`src/rtl/hunt_pkg.sv`:
```
package hunt_pkg;
    localparam int unsigned SYNC_W  = 8;
    localparam int unsigned POS_W   = 6;
    localparam int unsigned WIN_LO  = 14;
    localparam int unsigned WIN_HI  = 21;

    typedef enum logic [1:0] {
        ST_IDLE,
        ST_HUNT,
        ST_ASSEMBLE,
        ST_DRAIN
    } hunt_state_e;

    function automatic int unsigned delay_bits(input logic [1:0] sel);
        case (sel)
            2'd0:    return 0;
            2'd1:    return 8;
            2'd2:    return 16;
            default: return 22;
        endcase
    endfunction
endpackage

```
`src/rtl/preamble_fault_chk.sv`:
```
module preamble_fault_chk #(
    parameter int unsigned POS_W = hunt_pkg::POS_W
) (
    input  logic       clk,
    input  logic       rst,
    input  logic       clear,
    input  logic       take,
    input  logic       bit_in,
    input  logic [1:0] delay_sel,
    output logic       fault,
    output logic       cmp_ok
);
    localparam logic [POS_W-1:0] POS_MAX   = '1;
    localparam logic [POS_W-1:0] WIN_FIRST = POS_W'(hunt_pkg::WIN_LO + 1);
    localparam logic [POS_W-1:0] WIN_LAST  = POS_W'(hunt_pkg::WIN_HI);
    localparam logic [POS_W-1:0] LATE_MIN  = POS_W'(hunt_pkg::WIN_HI + 2);

    logic [POS_W-1:0] cnt;
    logic [POS_W-1:0] pos_now;
    logic [POS_W-1:0] dly;
    logic             prev;
    logic             dbl, in_win, late;

    assign pos_now = (cnt == POS_MAX) ? cnt : cnt + 1'b1;
    assign dly     = POS_W'(hunt_pkg::delay_bits(delay_sel));
    assign dbl     = (cnt != '0) && (bit_in == prev);
    assign in_win  = (pos_now >= WIN_FIRST) && (pos_now <= WIN_LAST);
    assign late    = (pos_now >= LATE_MIN);
    assign fault   = take && dbl && (in_win || (late && !bit_in));
    assign cmp_ok  = (pos_now >= dly);

    always_ff @(posedge clk) begin
        if (rst || clear) begin
            cnt  <= '0;
            prev <= 1'b0;
        end else if (take) begin
            cnt  <= pos_now;
            prev <= bit_in;
        end
    end

    assert_pos_cleared_R4: assert property (@(posedge clk) disable iff (rst)
        clear |=> (cnt == '0));
endmodule

```
`src/rtl/sync_shift.sv`:
```
module sync_shift #(
    parameter int unsigned W = hunt_pkg::SYNC_W
) (
    input  logic         clk,
    input  logic         rst,
    input  logic         clear,
    input  logic         take,
    input  logic         bit_in,
    input  logic [W-1:0] pattern,
    output logic         match
);
    logic [W-1:0] sh;
    logic [W-1:0] sh_next;

    assign sh_next = {bit_in, sh[W-1:1]};
    assign match   = take && (sh_next == pattern);

    always_ff @(posedge clk) begin
        if (rst || clear) begin
            sh <= '0;
        end else if (take) begin
            sh <= sh_next;
        end
    end
endmodule

```
`src/rtl/byte_asm.sv`:
```
module byte_asm #(
    parameter int unsigned W = hunt_pkg::SYNC_W
) (
    input  logic         clk,
    input  logic         rst,
    input  logic         clear,
    input  logic         take,
    input  logic         bit_in,
    output logic [W-1:0] byte_out,
    output logic         valid
);
    localparam int unsigned IDX_W = (W > 1) ? $clog2(W) : 1;
    localparam logic [IDX_W-1:0] IDX_LAST = IDX_W'(W - 1);

    logic [IDX_W-1:0] idx;
    logic [W-1:0]     acc;
    logic [W-1:0]     acc_next;

    assign acc_next = {bit_in, acc[W-1:1]};

    always_ff @(posedge clk) begin
        if (rst) begin
            idx      <= '0;
            acc      <= '0;
            byte_out <= '0;
            valid    <= 1'b0;
        end else if (clear) begin
            idx   <= '0;
            acc   <= '0;
            valid <= 1'b0;
        end else begin
            valid <= 1'b0;
            if (take) begin
                acc <= acc_next;
                if (idx == IDX_LAST) begin
                    idx      <= '0;
                    byte_out <= acc_next;
                    valid    <= 1'b1;
                end else begin
                    idx <= idx + 1'b1;
                end
            end
        end
    end

    assert_byte_spacing_R7: assert property (@(posedge clk) disable iff (rst)
        valid |=> !valid);
endmodule

```
`src/rtl/hunt_detector.sv`:
```
module hunt_detector #(
    parameter int unsigned SYNC_W = hunt_pkg::SYNC_W,
    parameter int unsigned POS_W  = hunt_pkg::POS_W
) (
    input  logic              clk,
    input  logic              rst,
    input  logic              rx_enable,
    input  logic              carrier,
    input  logic              collision,
    input  logic              bit_en,
    input  logic              rx_bit,
    input  logic [SYNC_W-1:0] sync_pattern,
    input  logic [1:0]        delay_sel,
    output logic [SYNC_W-1:0] rx_byte,
    output logic              byte_valid,
    output logic              frame_start,
    output logic              frame_reject
);
    import hunt_pkg::*;

    hunt_state_e state, state_nx;
    logic go, abort, hunting, assembling;
    logic take_h, take_a;
    logic fault, cmp_ok, match;
    logic hit, bad;

    assign go         = rx_enable && carrier && !collision;
    assign abort      = !rx_enable || !carrier;
    assign hunting    = (state == ST_HUNT);
    assign assembling = (state == ST_ASSEMBLE);
    assign take_h     = bit_en && hunting && !abort;
    assign take_a     = bit_en && assembling && !abort;
    assign bad        = take_h && fault;
    assign hit        = take_h && !fault && match && cmp_ok;

    preamble_fault_chk #(.POS_W(POS_W)) u_fault (
        .clk(clk), .rst(rst), .clear(!hunting), .take(take_h),
        .bit_in(rx_bit), .delay_sel(delay_sel),
        .fault(fault), .cmp_ok(cmp_ok)
    );

    sync_shift #(.W(SYNC_W)) u_sync (
        .clk(clk), .rst(rst), .clear(!hunting), .take(take_h),
        .bit_in(rx_bit), .pattern(sync_pattern), .match(match)
    );

    byte_asm #(.W(SYNC_W)) u_asm (
        .clk(clk), .rst(rst), .clear(!assembling), .take(take_a),
        .bit_in(rx_bit), .byte_out(rx_byte), .valid(byte_valid)
    );

    always_comb begin
        state_nx = state;
        case (state)
            ST_IDLE:     if (go) state_nx = ST_HUNT;
            ST_HUNT: begin
                if (abort)    state_nx = ST_IDLE;
                else if (bad) state_nx = ST_DRAIN;
                else if (hit) state_nx = ST_ASSEMBLE;
            end
            ST_ASSEMBLE: if (abort) state_nx = ST_IDLE;
            default:     if (!carrier) state_nx = ST_IDLE;
        endcase
    end

    always_ff @(posedge clk) begin
        if (rst) begin
            state        <= ST_IDLE;
            frame_start  <= 1'b0;
            frame_reject <= 1'b0;
        end else begin
            state        <= state_nx;
            frame_start  <= hit;
            frame_reject <= bad;
        end
    end

    assert_pulses_exclusive_R10: assert property (@(posedge clk) disable iff (rst)
        $onehot0({frame_start, frame_reject, byte_valid}));

    assert_entry_gated_R2: assert property (@(posedge clk) disable iff (rst)
        (hunting && $past(state) == ST_IDLE) |-> $past(rx_enable && carrier && !collision));

    assert_start_enters_assembly_R7: assert property (@(posedge clk) disable iff (rst)
        frame_start |-> (assembling && $past(state) == ST_HUNT));

    assert_reject_enters_drain_R5: assert property (@(posedge clk) disable iff (rst)
        frame_reject |-> (state == ST_DRAIN && $past(state) == ST_HUNT));

    assert_drain_holds_R8: assert property (@(posedge clk) disable iff (rst)
        (state == ST_DRAIN && carrier) |=> (state == ST_DRAIN));

    assert_byte_in_frame_R9: assert property (@(posedge clk) disable iff (rst)
        byte_valid |-> ($past(state) == ST_ASSEMBLE && $past(carrier) && $past(rx_enable)));
endmodule

```
`config.mk`:
```
export PLATFORM = sky130hd
export DESIGN_NAME = hunt_detector
export DESIGN_NICKNAME = d
export VERILOG_FILES = /design/src/rtl/hunt_pkg.sv /design/src/rtl/preamble_fault_chk.sv /design/src/rtl/sync_shift.sv /design/src/rtl/byte_asm.sv /design/src/rtl/hunt_detector.sv
export SDC_FILE = /design/constraint.sdc
export NUM_CORES = 1
export LEC_CHECK = 0
export BUFFER_PORTS_ARGS = -buffer_cell sky130_fd_sc_hd__buf_4
export CAP_MARGIN = 20
export CORE_MARGIN = 5
export CORE_UTILIZATION = 50
export CTS_CLUSTER_SIZE = 24
export DETAILED_ROUTE_END_ITERATION = 8
export HOLD_SLACK_MARGIN = 0.1
export PLACE_DENSITY = 0.83
export SETUP_SLACK_MARGIN = 0.4
export SYNTH_ARGS = -nofsm -noshare
export SYNTH_HDL_FRONTEND = slang
export SYNTH_SLANG_ARGS = --single-unit
```
`constraint.sdc`:
```
create_clock -name clk -period 2.7 [get_ports clk]
set_clock_uncertainty 0.05 [all_clocks]
set_input_delay 0.135 -clock clk [delete_from_list [all_inputs] [get_ports clk]]
set_output_delay 0.135 -clock clk [all_outputs]
set_load 0.02 [all_outputs]
```
Word level (Yosys, flattened, before mapping)
Cells that the tools add are included.
W data, S select, Z words.
{"block": "totals", "regBits": 39, "input_bits": 17, "word_cells": 74}
{"block": "op_classes", "addsub": 2, "n_lt_le_gt_ge": 4, "eq_ne": 12, "muxes": 11, "bitwise": 2, "n_reduce_logical": 33}
{"op": "$logic_and A1 B1 Y1", "count": 16}
{"op": "$pmux W5 S3", "count": 1}
{"op": "$mux W2", "count": 6}
{"op": "$eq A8 B8 Y1", "count": 1}
{"op": "$logic_not A1 Y1", "count": 7}
{"op": "$add A6 B1 Y6 const B", "count": 1}
{"op": "$eq A6 B6 Y1 const B", "count": 1}
{"op": "$ge A6 B4 Y1 const B", "count": 1}
{"op": "$ge A6 B5 Y1", "count": 1}
{"op": "$ge A6 B5 Y1 const B", "count": 1}
{"op": "$le A6 B5 Y1 const B", "count": 1}
{"op": "$mux W6", "count": 1}
{"op": "$pmux W2 S3", "count": 1}
{"op": "$reduce_bool A6 Y1", "count": 1}
{"op": "$eq A2 B1 Y1 const B", "count": 2}
{"op": "$eq A2 B2 Y1 const B", "count": 2}
{"op": "$logic_not A2 Y1", "count": 2}
{"op": "$ne A2 B2 Y1 const B", "count": 2}
{"op": "$ne A4 B1 Y1 const B", "count": 1}
{"op": "$ne A4 B2 Y1 const B", "count": 1}
{"op": "$reduce_and A4 Y1", "count": 1}
{"op": "$add A3 B1 Y3 const B", "count": 1}
{"op": "$eq A3 B3 Y1 const B", "count": 1}
{"op": "$logic_or A1 B1 Y1", "count": 3}
{"op": "7 further kinds", "count": 8}

Logic depth before layout (Yosys ltp)
Gate-level depths: netlist (run 1).
{"block": "depth", "ltp_word": 14, "ltp_mapped": 12, "depth_no_buf": 11}

Modules after synthesis
From an unflattened synthesis (run 1), not the netlist that was laid out.
{"block": "unflattened", "hier_cells": 220, "hier_area_um2": 2068.2}
{"mod": "byte_asm", "n_inst": 1, "cells_each": 75, "area_each_um2": 823.3}
{"mod": "preamble_fault_chk", "n_inst": 1, "cells_each": 82, "area_each_um2": 656.9}
{"mod": "sync_shift", "n_inst": 1, "cells_each": 36, "area_each_um2": 350.3}
{"mod": "hunt_detector", "n_inst": 1, "cells_each": 27, "area_each_um2": 237.7}

Least setup slack after synthesis (run 1)
No wires, ideal clock.
{"block": "synth_path", "path_type": "register to register", "from": "register u_fault.cnt[0]", "to": "register state[0]", "setup_time_ps": 77, "arrival_time_ps": 2441, "slack_ps": 132, "path_stages_with_launch": 13, "path_cell_list": "dfxtp_1 -> ha_1 -> buf_4 -> and3_4 -> nor2_1 -> a21oi_1 -> ha_1 -> a21oi_1 -> o21ai_0 -> a21o_1 -> o31ai_1 -> nand4_1 -> a41oi_2"}
{"block": "synth_via", "elab_chain_len": 12, "elab_cells_between_ends": 24}
{"element": "start, declared", "line_no": "preamble_fault_chk.sv:18", "rtl": "logic [POS_W-1:0] cnt;"}
{"element": "start signal, assigned", "line_no": "preamble_fault_chk.sv:37", "rtl": "cnt <= pos_now;"}
{"element": "$add A6 B1 Y6 or $eq A6 B6 Y1 (tied branches)", "line_no": "preamble_fault_chk.sv:24", "rtl": "assign pos_now = (cnt == POS_MAX) ? cnt : cnt + 1'b1;"}
{"element": "$mux W6 (*)", "line_no": "preamble_fault_chk.sv:24"}
{"element": "named net u_fault.pos_now[3]", "line_no": "preamble_fault_chk.sv:19", "rtl": "logic [POS_W-1:0] pos_now;"}
{"element": "$ge A6 B4 Y1 (tied with other cells)", "line_no": "preamble_fault_chk.sv:27", "rtl": "assign in_win = (pos_now >= WIN_FIRST) && (pos_now <= WIN_LAST);"}
{"element": "$logic_and A1 B1 Y1 (on tied branches)", "line_no": "preamble_fault_chk.sv:27, preamble_fault_chk.sv:29"}
{"element": "$logic_or A1 B1 Y1", "line_no": "preamble_fault_chk.sv:29", "rtl": "assign fault = take && dbl && (in_win || (late && !bit_in));"}
{"element": "$logic_and A1 B1 Y1", "line_no": "preamble_fault_chk.sv:29"}
{"element": "$logic_not A1 Y1", "line_no": "hunt_detector.sv:34", "rtl": "assign hit = take_h && !fault && match && cmp_ok;"}
{"element": "$logic_and A1 B1 Y1 (3 in a row)", "line_no": "hunt_detector.sv:34"}
{"element": "$ne A4 B2 Y1 (no line)"}
{"element": "$reduce_and A4 Y1 (no line)"}
{"element": "end signal, assigned", "line_no": "hunt_detector.sv:72", "rtl": "state <= state_nx;"}
{"element": "end, declared", "line_no": "hunt_detector.sv:21", "rtl": "hunt_state_e state, state_nx;"}
Mark *: on every way through the listed nets, which the timed path passes. The rest lies on a longest branch.
A chain may end at the register's enable or synchronous reset.

Final worst setup path (run 1)
{"block": "layout_path", "from": "register u_fault.cnt[1]", "to": "register state[0]"}
Same word-level chain as after synthesis.

==> qor.txt, run 1 <==
Synth cell types: 45
H-tree Lvls: 2
status: completed
setup TNS: 0 ns
grt total ovfl: 0
DRT antenna net count: 0
sequential-to-total area share from yosys stat: 38.5%
Clock Root Buffer: clkbuf_8
Post-Synth Simple-Gate Area: 23.8%
most area-hungry cell type in the Yosys netlist: dfxtp_1
CP startpoint: u_fault.cnt[1]
R2R Setup Slk: 0.45 ns
XOR/XNOR Fraction of Synth Area: 5.14%
CTS Buf Count: 5
R2R Path End: state[0]
Core Rows: 22
vias in the first global route: 1,589
minimum clock period after layout: 2.25 ns
CP Max Fanout: 7
Worst slew margin: 66.7%
IO buf count: 27
share of cells above drive strength 1: 25.9%
final WL: 4.19 mm
Peak VDD IR: 0.000410 V
slowest stage delay, CP: 0.39 ns
CTS tree: yes
Synth Area in Adders: 5.34%
Hold Startpoint: rx_bit
clk_lat worst skew: 0.29 ns
Fin Hold WS: 0.133 ns
metal2 WL: 2.02 mm
DR vias/cell: 5.49
Crit Path Class: flop to flop
combinational family with the most area after synthesis: simple AND/OR/NAND/NOR gates
worst hold path class: input port to flop
Syn Std Cell Area: 0.00187 mm²
dpl hpwl: 2.80 mm
met1 WL: 1.79 mm
fillcell total: 324
critical-path cell list: ha_4 > and3_4 > nor2_4 > a21oi_4 > ha_4 > a21oi_2 > o21ai_1 > a21o_1 > o31ai_4 > nand4_1 > a41oi_2
Finished Layout Cells: 307
slowest stage cell, crit path: dfxtp_4
Critical Path Sink: state[0]
Most common cell on crit path: ha_4
Layout area overhead: 24.2%
r2r startpoint: u_fault.cnt[1]
Fmax: 0.445 GHz
CTS Buffer Depth: 2
DRC Markers: 0
R2R depth: 11
Critical Path Sink Type: flop
Final setup viols: 0
wire length per cell: 13.6 µm
Layout Utilization: 64.0%
pin count of the biggest net entering global routing: 24
GPL Wtd Cong: 0.951
Synth Area in Compound Gates: 15.1%
chip height: 71.2 µm
Die W: 71.2 µm
overall power: 1.00 mW
Clk pin slew, worst setup/hold paths: 0.07 ns
fin nets: 283
Slew Limit Fails: 0
Placeable Area: 0.00363 mm²
unrepaired setup endpoints after global routing: true
syn_area_per_cell: 8.15 µm²
total track usage: 16.7%
WL met3: 276 µm
maxcap violations: 0
uppermost routed layer: met4
ant diodes: 0
Net Count, Synth: 255
Critical Path RT: 2.87 ns
First-pass DRT Iterations: 4
WP data arrival: 2.42 ns
initial core utilization: 51.6%
Synth Warn #: 0
DIE AREA: 0.00507 mm²
Final Cycle Share: 83.3%
Boundary Pins: 28
Tightest Pin Transition: 0.499 ns
pwr dens: 430 mW/mm²
Synth Register Bits: 36
Synth top area share: 38.5%
placed cells: 294
CTS sink count: 36
initial antenna violation count: 0
Cells after Synth: 230
mux share of post-synthesis cell area: 6.54%
Fin. Hold Viols: 0
Setup crit start kind: flop
Via Count: 1,685
global-route wire length before repair: 6.88 mm
ranking of synthesized cells by area: dfxtp_1 (38%), nand2_1 (10%), a21oi_1 (6.7%)
Leakage: 0.826 nW
DR iter-0 viols: 74
## registers in the layout, summed over array words and instances (netlist names)
signal / count
frame_reject: 1
frame_start: 1
state: 2
u_asm.acc: 7
u_asm.byte_out: 8
u_asm.idx: 3
u_asm.valid: 1
u_fault.cnt: 6
u_sync.sh: 7
## cell usage in the layout (no fill, tap or decap), drive strengths merged, types with 3 or more instances in the layout
master	netlist	final
a211oi	3	3
a21oi	25	25
a31oi	3	3
buf	5	36
clkbuf	11	7
dfxtp	36	36
ha	8	8
inv	6	6
mux2i	10	10
nand2	50	50
nand2b	4	4
nand3	5	5
nand4	3	3
nor2	16	16
nor3	5	5
o21ai	5	5
xnor2	9	9
## where the power goes
group / switching (mW) / leakage (nW) / total (mW) / internal, mW
Combinational: 0.0409 / 0.488 / 0.0770 / 0.0361
Clock: 0.183 / 0.0445 / 0.390 / 0.207
Sequential: 0.00403 / 0.294 / 0.535 / 0.531
## Yosys cell counts (all sizes together)
cell	n
dfxtp	36
nor3b	1
nor4b	2
o21a	2
o31a	1
nor2	16
o31ai	1
and2	1
and3	2
xnor2	9
nand4	3
or2	1
a21oi	25
xor2	2
a21o	1
nor4	1
a31oi	3
nor3	5
nand3	5
nor2b	2
mux2	2
a32oi	1
and2b	1
nand2	50
a41oi	2
nand2b	4
inv	6
o2111ai	1
clkbuf	11
or3	1
o21ai	5
ha	8
buf	5
mux2i	10
a211oi	3
or4b	1
## through the flow
stage                     setup slack, ns  instance area, µm²
final                               0.451                2330
after global routing                0.365                2330
after CTS                           0.403                2260
after detailed placement            0.156                2130
after global placement              0.279                2130
after floorplan                     0.402                1910
## cell type report
cell class / count / area [µm²] / share of cell area (%)
multi-input cells: 172 / 1140 / 48.9
flip-flops and latches: 36 / 733 / 31.5
repair buffers: 37 / 280 / 12.0
clock buffers: 7 / 86.3 / 3.71
well taps: 48 / 60.1 / 2.58
inverters: 6 / 22.5 / 0.968
clock inverters: 1 / 7.51 / 0.323
## kinds of logic after synthesis
kind of cell	after synthesis
AND/OR/NAND/NOR	96
AO/OA/AOI/OAI	45
flip-flops	36
buffers and inverters	22
multiplexers	12
XOR/XNOR	11
adder cells (fa/ha/maj)	8
## repair_timing
| item | 4_1_cts | 5_1_grt |
|---|---|---|
| hold endpoints to repair | 10 | 0 |
| hold buffers | 1 | 0 |
| pin swaps | 2 | 4 |
| buffers inserted | 1 | 3 |
| resized for setup | 6 | 9 |
| endpoints found under the setup margin | 3 | 3 |
## layer usage
layer	GRT usage, %	vias to the layer above
li1	-	848
met1	20.2	772
met2	28.0	55
met3	4.21	10
met4	7.72	0
met5	0	-
## worst max-delay path: cells and delay by family (launching register included)
family,cells,cell delay [ns]
adders and majority gates,2,0.37
AOI/OAI and AO/OA,6,0.99
DFF,1,0.39
and+or+nand+nor,3,0.38
## worst min-delay path by stage
stage	end	slack, ns	depth (start not counted)
3_3_place_gp	u_asm.valid	0.38	2
4_1_cts	u_asm.acc[7]	0.13	3
3_5_place_dp	u_asm.valid	0.38	2
5_1_grt	u_asm.byte_out[7]	0.13	3
6_report	u_asm.byte_out[7]	0.13	3
2_1_floorplan	state[1]	0.27	3
(Power assumes the default switching activity.)
==> run 2, diff against run 1 <==
--- a/config.mk
+++ b/config.mk
@@ -8,11 +8,11 @@
 export BUFFER_PORTS_ARGS = -buffer_cell sky130_fd_sc_hd__buf_4
 export CAP_MARGIN = 20
 export CORE_MARGIN = 5
-export CORE_UTILIZATION = 50
+export CORE_UTILIZATION = 56
 export CTS_CLUSTER_SIZE = 24
 export DETAILED_ROUTE_END_ITERATION = 8
 export HOLD_SLACK_MARGIN = 0.1
-export PLACE_DENSITY = 0.83
+export PLACE_DENSITY = 0.88
 export SETUP_SLACK_MARGIN = 0.4
 export SYNTH_ARGS = -nofsm -noshare
 export SYNTH_HDL_FRONTEND = slang
==> constraint.sdc (replaced) <==
create_clock -name clk -period 2.2 [get_ports clk]
set_clock_uncertainty 0.05 [all_clocks]
set_input_delay 0.11 -clock clk [delete_from_list [all_inputs] [get_ports clk]]
set_output_delay 0.11 -clock clk [all_outputs]
set_load 0.02 [all_outputs]
==> run 2 against run 1 <==
The run now ends with negative setup slack left. Via count is 5.0% higher. Critical path depth stayed put. Flip-flop and latch count stayed put. Die area is 9.3% lower. Critical path type unchanged. First-iteration DRC count is 31% higher. Global-route usage is 4.7 points higher. Clock power is 8.7% higher. Final cell count is 3.3% higher. Count of clock-buffer cells in the layout is 1 lower. Critical endpoint unchanged. Wire length is 11% higher.
==> qor.txt, run 2 (synthesis gave the netlist of run 1 again) <==
status: complete, but fails checks
failing checks: negative setup slack
Net Sw Frac: 24.6%
WHS Path Cells: 6
DIE AREA: 0.00460 mm²
Final Cycle Share: 104%
Setup crit start kind: flop
Final setup viols: 1
initial core utilization: 57.1%
IO buf count: 27
biggest registers after layout: u_asm.byte_out: 8 flops, u_asm.acc: 7 flops, u_sync.sh: 7 flops
slowest stage cell, crit path: dfxtp_4
critical-path cell list: ha_4 > and3_4 > nor2_4 > a21oi_4 > ha_4 > a21oi_2 > o21ai_1 > a21o_1 > o31ai_4 > nand4_1 > a41oi_2
ant diodes: 0
CP Max Fanout: 4
DR vias/cell: 5.58
pwr dens: 490 mW/mm²
final WL: 4.66 mm
Crit Path Class: flop to flop
number of flip-flops in the largest register: 8
global-route wire length before repair: 7.42 mm
Placeable Area: 0.00328 mm²
CTS sink count: 36
most frequent cells in the layout: nand2_1 (49), buf_4 (45), dfxtp_1 (31)
clock share of power: 35.9%
Layout Utilization: 73.3%
fin nets: 295
DR iter-0 viols: 97
logic gate share of total power: 8.5%
CTS tree: yes
Reg power frac: 55.6%
Clk pin slew, worst setup/hold paths: 0.12 ns
pin count of the biggest net entering global routing: 23
H-tree Lvls: 2
leading cell type in the layout, fill and taps excluded: nand2_1
chip height: 67.9 µm
Top reg by flops: u_asm.byte_out
Critical Path Sink Type: flop
wire length per cell: 14.7 µm
DRC Markers: 0
clk_lat worst skew: 0.35 ns
worst path bufs/invs: 0
slowest stage delay, CP: 0.39 ns
Fin Hold WS: 0.207 ns
DRT antenna net count: 0
NetSw: 0.290 mW
Critical Path RT: 2.41 ns
Clock Root Buffer: clkbuf_4
Layout area overhead: 28.5%
worst hold path class: input port to flop
unrepaired setup endpoints after global routing: true
Via Count: 1,770
maxcap violations: 0
dpl hpwl: 3.12 mm
CTS Buf Count: 5
initial antenna violation count: 0
vias in the first global route: 1,679
Leakage: 0.906 nW
Tightest Pin Transition: 0.503 ns
minimum clock period after layout: 2.29 ns
final worst slack: -0.0859 ns
share of cells above drive strength 1: 29.2%
Hold Startpoint: collision
First-pass DRT Iterations: 4
R2R depth: 11
Most common cell on crit path: ha_4
r2r startpoint: u_fault.cnt[1]
final instance area: 0.00241 mm²
Fmax: 0.437 GHz
R2R Setup Slk: -0.09 ns
Peak VDD IR: 0.000427 V
total track usage: 21.4%
Slew Limit Fails: 0
Internal Power: 0.890 mW
Die W: 67.9 µm
GPL Wtd Cong: 0.940
R2R Path End: state[0]
Worst slew margin: 66.4%
Fin. Hold Viols: 0
CTS Buffer Depth: 2
CP top delay family: compound AO/OA/AOI/OAI gates
Core Rows: 21
WP data arrival: 2.50 ns
Post-DP Area: 0.00220 mm²
Boundary Pins: 28
Hold EP: frame_reject
grt total ovfl: 0
run 2: cell count changes in the layout (fill, tap and decap cells not counted), sizes merged:
cell         delta
clkinv          +1
clkbuf          -1
dlygate4sd3     +3
buf             +9
run 2: worst max path at each step:
stage | end | start | cells after the start | slack, ns
floorplan | state[0] | u_fault.cnt[0] | 12 | -0.07
global placement | state[0] | u_fault.cnt[0] | 11 | 0.04
detailed placement | state[0] | u_fault.cnt[5] | 10 | -0.11
CTS | state[0] | u_fault.cnt[1] | 11 | -0.13
global route | state[0] | u_fault.cnt[1] | 11 | -0.20
finish | state[0] | u_fault.cnt[1] | 11 | -0.09
run 2: power by group through the flow:
stage / clock [mW] / sequential (mW) / combinational (mW)
global placement: 0 / 0.672 / 0.0879
detailed placement: 0 / 0.672 / 0.0895
finish: 0.424 / 0.656 / 0.101
global route: 0.463 / 0.656 / 0.109
CTS: 0.430 / 0.656 / 0.0954
floorplan: 0 / 0.668 / 0.0547
run 2: cell type report:
cell class	count	area [µm²]
repair buffers	49	378
clock buffers	6	62.6
multi-input cells	172	1140
well taps	46	57.6
clock inverters	2	12.5
flip-flops and latches	36	732
fillers	242	876
inverters	6	22.5
run 2: routing by layer:
metal	vias to the layer above	track usage [%]	routed length [µm]
met5	-	0	0
met4	0	10.4	148
met3	16	5.91	212
met2	50	38.5	2500
met1	842	23.0	1800
li1	862	-	-
run 2: worst min-delay path, stage by stage:
cell	delay [ns]
buf_4	0.09
nor2_1	0.04
nor2_1	0.08
o21ai_0	0.09
nand2b_1	0.12
nor2_1	0.06
run 2: through the flow:
step	total power, mW	instances	setup TNS [ns]	setup WS (ns)
global placement	0.759	300	0	0.0358
finish	1.18	317	-0.0859	-0.0859
global route	1.23	317	-0.348	-0.203
CTS	1.18	314	-0.152	-0.127
floorplan	0.723	230	-0.0678	-0.0678
detailed placement	0.761	300	-0.161	-0.108
run 2: timing repair:
item	in CTS	in global routing
hold buffers	3	1
gates resized for setup	5	9
hold endpoints to repair	13	1
endpoints found under the setup margin	4	4
setup buffers	3	2
pin swaps	1	2
==> run 3, diff against run 2 <==
--- a/config.mk
+++ b/config.mk
@@ -13,7 +13,6 @@
 export DETAILED_ROUTE_END_ITERATION = 8
 export HOLD_SLACK_MARGIN = 0.1
 export PLACE_DENSITY = 0.88
-export SETUP_SLACK_MARGIN = 0.4
 export SYNTH_ARGS = -nofsm -noshare
 export SYNTH_HDL_FRONTEND = slang
 export SYNTH_SLANG_ARGS = --single-unit
==> run 3 against run 2 <==
The run still ends with negative setup slack left. Clock power shrank 14%. Final cell count is the same. Sequential share of layout area grew 0.091 points. Via count shrank 3.4%. Critical path depth shrank 1. Hold slack lost 0.0052 ns. Total power shrank 5.0%. Wire length shrank 4.7%. Register-to-register slack is essentially flat. Flip-flop and latch count is the same. Critical endpoint unchanged. Largest cell class unchanged.
==> qor.txt, run 3 (synthesis gave the netlist of run 1 again) <==
status: complete, but fails checks
failing checks: negative setup slack
most frequent cells in the layout: nand2_1 (49), buf_4 (45), dfxtp_1 (32)
Fin. Hold Viols: 0
DR iter-0 viols: 85
Clk pin slew, worst setup/hold paths: 0.12 ns
Core Rows: 21
GPL Wtd Cong: 0.867
initial core utilization: 57.1%
First-pass DRT Iterations: 4
worst path bufs/invs: 2
worst hold path class: input port to flop
Slew Limit Fails: 0
global-route wire length before repair: 7.57 mm
maxcap violations: 0
slowest stage delay, CP: 0.39 ns
Crit Path Class: flop to flop
Clock Root Buffer: clkbuf_4
fillcell total: 250
Peak VDD IR: 0.000417 V
DR vias/cell: 5.39
Fmax: 0.440 GHz
CTS Buf Count: 5
number of flip-flops in the largest register: 8
CTS Buffer Depth: 2
dpl hpwl: 3.17 mm
wire length per cell: 14.0 µm
clk_lat worst skew: 0.35 ns
initial antenna violation count: 0
Critical Path RT: 2.42 ns
Final Cycle Share: 103%
WP data arrival: 2.49 ns
DRC Markers: 0
Via Count: 1,709
Placeable Area: 0.00328 mm²
setup TNS: -0.102 ns
chip height: 67.9 µm
CTS tree: yes
Tightest Pin Transition: 0.541 ns
Layout Utilization: 73.0%
overall power: 1.12 mW
Layout area overhead: 27.9%
Worst slew margin: 63.9%
CP Max Fanout: 5
Boundary Pins: 28
leading cell type in the layout, fill and taps excluded: nand2_1
biggest registers after layout: u_asm.byte_out: 8 flops, u_asm.acc: 7 flops, u_sync.sh: 7 flops
IO buf count: 27
pwr dens: 468 mW/mm²
final WL: 4.45 mm
fin nets: 295
ant diodes: 0
share of cells above drive strength 1: 28.8%
CTS sink count: 36
Place WS: -0.116 ns
DRT antenna net count: 0
pin count of the biggest net entering global routing: 23
Leakage: 0.865 nW
critical-path cell list: buf_4 > inv_1 > ha_4 > mux2i_2 > ha_1 > o2111ai_1 > a21oi_2 > o31ai_4 > nand4_1 > a41oi_2
minimum clock period after layout: 2.27 ns
Critical Path Sink Type: flop
slowest stage cell, crit path: dfxtp_4
DIE AREA: 0.00460 mm²
Top reg by flops: u_asm.byte_out
unrepaired setup endpoints after global routing: true
CP top delay family: compound AO/OA/AOI/OAI gates
Setup crit start kind: flop
H-tree Lvls: 2
Die W: 67.9 µm
total track usage: 21.9%
Multi-input gate area: 0.00115 mm²
final worst slack: -0.0717 ns
grt total ovfl: 0
Final setup viols: 2
FF/Latch Area: 731 µm²
vias in the first global route: 1,678
[run 3: layout make-up]
class	instances	share of cell area [%]
clock buffers	5	1.57
flip-flops and latches	36	30.5
inverters	6	0.939
multi-input cells	172	47.9
repair buffers	49	15.8
clock inverters	3	0.992
well taps	46	2.40
[run 3: where the power goes]
group	switching, mW	internal [mW]	leakage (nW)
sequential	0.00489	0.651	0.293
combinational	0.0526	0.0486	0.545
clock	0.238	0.126	0.0274
[run 3: final timing paths]
path / startpoint / endpoint / slack (ns) / cells past startpoint
worst max-delay path: u_fault.cnt[0] / state[0] / -0.07 / 10
worst min-delay path: collision / state[0] / 0.20 / 6
worst max register to register: u_fault.cnt[0] / state[0] / -0.07 / 10
worst min register to register: u_asm.idx[1] / u_asm.idx[1] / 0.42 / 2
[run 3: tightest hold or removal path, cell delays in order]
cell and delay, ns:
buf_4 0.08, nor2_1 0.04, nor2_1 0.07, o21ai_0 0.08, nand2b_1 0.12, a41oi_2 0.04
[run 3: routing by layer]
metal | vias to the layer above | GRT usage, % | wire length, µm
met3 | 8 | 4.60 | 157
met2 | 35 | 35.5 | 2170
met5 | - | 0 | 0
met4 | 0 | 9.18 | 95
li1 | 865 | - | -
met1 | 801 | 28.1 | 2030
[run 3: what timing repair did]
item	4_1_cts	5_1_grt
setup buffers	3	1
pin swaps	5	2
endpoints found under the hold margin	13	0
hold buffers	4	0
setup endpoints to repair	3	4
gates resized for setup	4	8
[run 3: per-stage QoR]
| step | area, µm² | instances | hold WS [ns] |
|---|---|---|---|
| finish | 2400 | 317 | 0.202 |
| global route | 2400 | 317 | 0.231 |
| CTS | 2340 | 316 | 0.174 |
| detailed placement | 2210 | 301 | 0.361 |
| global placement | 2210 | 301 | 0.353 |
| floorplan | 1920 | 230 | 0.248 |
